## src/rtl/coin_release_ctrl.sv

```systemverilog
module coin_release_ctrl #(
  parameter int OUT_MODE = 0,
  parameter bit ONE_HOT  = 1'b0
) (
  input  logic clk,
  input  logic rst,
  input  logic nickel_i,
  input  logic dime_i,
  output logic release_o
);
  localparam int SW = ONE_HOT ? 4 : 2;

  logic n, d;
  assign n = nickel_i & ~dime_i;
  assign d = dime_i & ~nickel_i;

  logic [SW-1:0] st_q, st_d;
  logic [1:0]    credit_lvl;
  logic          full_now, full_next, mealy_hit;

  generate
    if (ONE_HOT) begin : g_oh
      assign st_d[0] = st_q[0] & ~n & ~d;
      assign st_d[1] = (st_q[0] & n) | (st_q[1] & ~n & ~d);
      assign st_d[2] = (st_q[0] & d) | (st_q[1] & n) | (st_q[2] & ~n & ~d);
      assign st_d[3] = (st_q[1] & d) | (st_q[2] & (n | d)) | st_q[3];
      assign credit_lvl = {st_q[3] | st_q[2], st_q[3] | st_q[1]};
      assign full_now   = st_q[3];
      assign full_next  = st_d[3];
      assign mealy_hit  = st_q[3] | (st_q[2] & (n | d)) | (st_q[1] & d);
      always_ff @(posedge clk)
        if (rst) st_q <= 4'b0001;
        else     st_q <= st_d;
    end else begin : g_bin
      assign st_d[1] = st_q[1] | d | (st_q[0] & n);
      assign st_d[0] = (~st_q[0] & n) | (st_q[0] & ~n) | (st_q[1] & n) | (st_q[1] & d);
      assign credit_lvl = st_q;
      assign full_now   = st_q[1] & st_q[0];
      assign full_next  = st_d[1] & st_d[0];
      assign mealy_hit  = (st_q[1] & st_q[0]) | (st_q[1] & n) | (st_q[1] & d) | (st_q[0] & d);
      always_ff @(posedge clk)
        if (rst) st_q <= 2'b00;
        else     st_q <= st_d;
    end
  endgenerate

  generate
    if (OUT_MODE == 1) begin : g_mealy
      assign release_o = ~rst & mealy_hit;
    end else if (OUT_MODE == 2) begin : g_sreg
      logic rel_q;
      always_ff @(posedge clk)
        if (rst) rel_q <= 1'b0;
        else     rel_q <= full_next;
      assign release_o = rel_q;
    end else begin : g_moore
      assign release_o = full_now;
    end
  endgenerate
endmodule

```

## config.mk

```make
export PLATFORM = sky130hd
export DESIGN_NAME = coin_release_ctrl
export DESIGN_NICKNAME = d
export VERILOG_FILES = /design/src/rtl/coin_release_ctrl.sv
export SDC_FILE = /design/constraint.sdc
export NUM_CORES = 1
export LEC_CHECK = 0
export ABC_AREA = 1
export BUFFER_PORTS_ARGS = -buffer_cell sky130_fd_sc_hd__buf_2
export CAP_MARGIN = 15
export CORE_AREA = 4 4 41 43
export DETAILED_ROUTE_END_ITERATION = 10
export DIE_AREA = 0 0 45 47
export GPL_TIMING_DRIVEN = 1
export PLACE_DENSITY = 0.3
export SETUP_SLACK_MARGIN = 0.15
export SLEW_MARGIN = 20
export SYNTH_ARGS = -nofsm -noshare
export SYNTH_HDL_FRONTEND = slang
export SYNTH_SLANG_ARGS = --single-unit
```

## constraint.sdc

```tcl
create_clock -name clk -period 1.1 [get_ports clk]
set_clock_uncertainty 0.05 [all_clocks]
set_input_delay 0.055 -clock clk [delete_from_list [all_inputs] [get_ports clk]]
set_output_delay 0.055 -clock clk [all_outputs]
set_load 0.005 [all_outputs]
```

==> impl_results.md <==
* Routed via count at 125
* Min cycle time layout at ~0.88 ns
* Final WL at 247 um
* CP max stage cell: dfxtp_2
* Final WS setup at about 0.22 ns
* Peak per-stage delay on the critical path at ~0.33 ns
* Max reg flops at 2
* Wire length on met2 at between 100 and 150 um
* Die height at between 40 and 50 um
* Slew @ Worst Pin at 0.1996 ns
* VDD IR-drop max at around 0.42 mV
* Final std cells w/o fill at 41
* Metal3 WL at approximately 14 um
* Post-DP HPWL at 184.5 um
* Max Freq at roughly 1.1 GHz
* DRT antenna net count at 0
* Area growth syn-to-layout at 75.82%
* Setup-failing EPs final at 0
* Fin. Hold Viols at 0
* Pleak at ~0.00011 uW
* Pre-CTS setup slack at roughly 0.15 ns
* Worst path cell trace: ha_4, inv_1, nand3_1, nand2_1, inv_1
* # diodes at 0
* Status: finished clean
* Starting Density at 0.08750
* Worst EP arrival at about 0.94 ns
* Top Metal Used: met3
* Register area at around 43 sq um
* CP Buf/Inv Count at 2
* Synthesized instance count at 18
* Most frequent cells in the layout: 6 x inv_1, 4 x buf_2, 3 x nand2_1, 3 x nand3_1, 3 x clkbuf_4
* Routed length per placed instance at 6.024 um
* FF+latch count, synth at 2
* Pin count of the biggest net entering global routing at 5
* Area of the multi-input gates at ~64 sq um
* Largest area contributor in the netlist: dfxtp_1
* Worst setup SP type: register
* DRT met1 WL at around 120 um
* Most common cell after layout, fill and taps aside: inv_1
* Tcrit/Tclk final at 0.7957
* DIE WIDTH at roughly 45 um
* Routed vias/inst at slightly above 3
* Placed cells at 37
* I/O pin count at 5
* Clk Latency, worst-skew pair at about 0.22 ns
* CTS Buf Count at 3
* Register area share after synthesis at 0.3516
* Cell row count at 13
* Post-Syn Nets at 23
* Nets at 33
* CP Capture Type: register
* Port buffer count at 4
* CTS tree: yes
* Total power at 288.2 uW
* Clk slew on worst S/H paths at 0.03 ns
* Mapped Area at ~110 sq um
* Synth warnings at 0
* Post-layout util at 0.1538
* Crit path max-delay family: flip-flops
* Final Max Tran Viols at 0
* # DRC at 0
* Postcts setup bufs at 0
* Crit-path max FO at 2
* Setup TNS Final at 0 ns
* Power density over the cells at approximately 1400 mW/mm^2
* Vias in the first global route at 133
* Worst EP required at around 1.2 ns
* Relative max-transition margin at 0.8664
* Hold Crit Class: in -> reg
* H-tree levels at 1
* Top cell type's share of synthesized area at 0.3516
* Layout cell share with drive strength beyond 1 at 0.3846
* CTS sink cnt at 2
* Most used cell, CP: inv_1
* First-pass GRT wire length at roughly 410 um
* Maximum root-to-sink buffer count at 2
* Number of distinct library cells after synthesis at 7
* Initial antenna violation count at 0
* Core ar. at 0.001301 sq mm
* CP Class: reg -> reg
* Grt ovf at 0
* Total track usage at 0.03233
* Placer Congestion at just under 0.6
* Fillers at 160
* Drt first pass iters at 1
* Root Buffer: clkbuf_4
* Overall die area at 0.002115 sq mm
* Maxcap violations at 0
* Number of DRC markers in iteration 0 at 0
* Synthesized area per cell at around 6.3 sq um
* Synth top area cells: dfxtp_1 35%, inv_1 20%, nand3_1 13%
* RSZ-0062 raised after global routing: no
-- path summary, 6_finish.rpt --
check	start	endpoint	slack, ns	depth (start not counted)
worst max-delay path	credit_lvl[0]	credit_lvl[0]	0.22	5
worst min-delay path	dime_i	credit_lvl[1]	0.06	3
worst max register to register	credit_lvl[0]	credit_lvl[0]	0.22	5
worst min register to register	credit_lvl[1]	credit_lvl[1]	0.47	2
-- synth_stat cells (all sizes together) --
master,number
nand3,3
dfxtp,2
nor2,2
nand2,3
a21oi,1
inv,6
ha,1
-- worst reg2reg max path, stage by stage (launching register included) --
cell,delay (ns)
dfxtp_2,0.33
ha_4,0.19
inv_1,0.04
nand3_1,0.06
nand2_1,0.07
inv_1,0.03
-- metal layers --
layer	vias to the layer above	track usage
met1	52	0.02715
met5	-	0
li1	70	-
met4	0	0.05263
met3	0	0.02299
met2	3	0.03955
-- report_power, final --
part           switching, uW  leakage, uW  internal [uW]  total (uW)
combinational           18.3    0.0000820           20.2        38.5
clock                   40.4    0.0000138            120         161
sequential              6.59    0.0000172           82.4        89.0
total                   65.3     0.000113            223         288
-- final cells by class --
type                    instances  share of cell area
flip-flops and latches          2              0.2125
clock buffers                   3              0.1125
repair buffers                  5              0.1500
inverters                       6              0.1125
multi-input cells              10              0.3188
well taps                      15             0.09375
-- cell families after synthesis --
| kind of cell | synth area share |
|---|---|
| buffers and inverters | 0.1978 |
| AO/OA/AOI/OAI | 0.04391 |
| flip-flops | 0.3517 |
| AND/OR/NAND/NOR | 0.2967 |
| adder cells (fa/ha/maj) | 0.1099 |
-- metrics by stage --
step,instance area [sq um],hold slack [ns]
5_1_grt,200.2,0.06223
2_1_floorplan,113.9,0.07407
6_report,200.2,0.05809
3_3_place_gp,152.6,0.1825
4_1_cts,185.2,0.05471
3_5_place_dp,152.6,0.1875
-- timing repair --
action | in CTS | in global routing
pin swaps | 1 | 2
resized for setup | 0 | 3
hold buffers | 1 | 0
setup endpoints to repair | 1 | 2
endpoints found under the hold margin | 1 | 0
(Power assumes the default switching activity.)
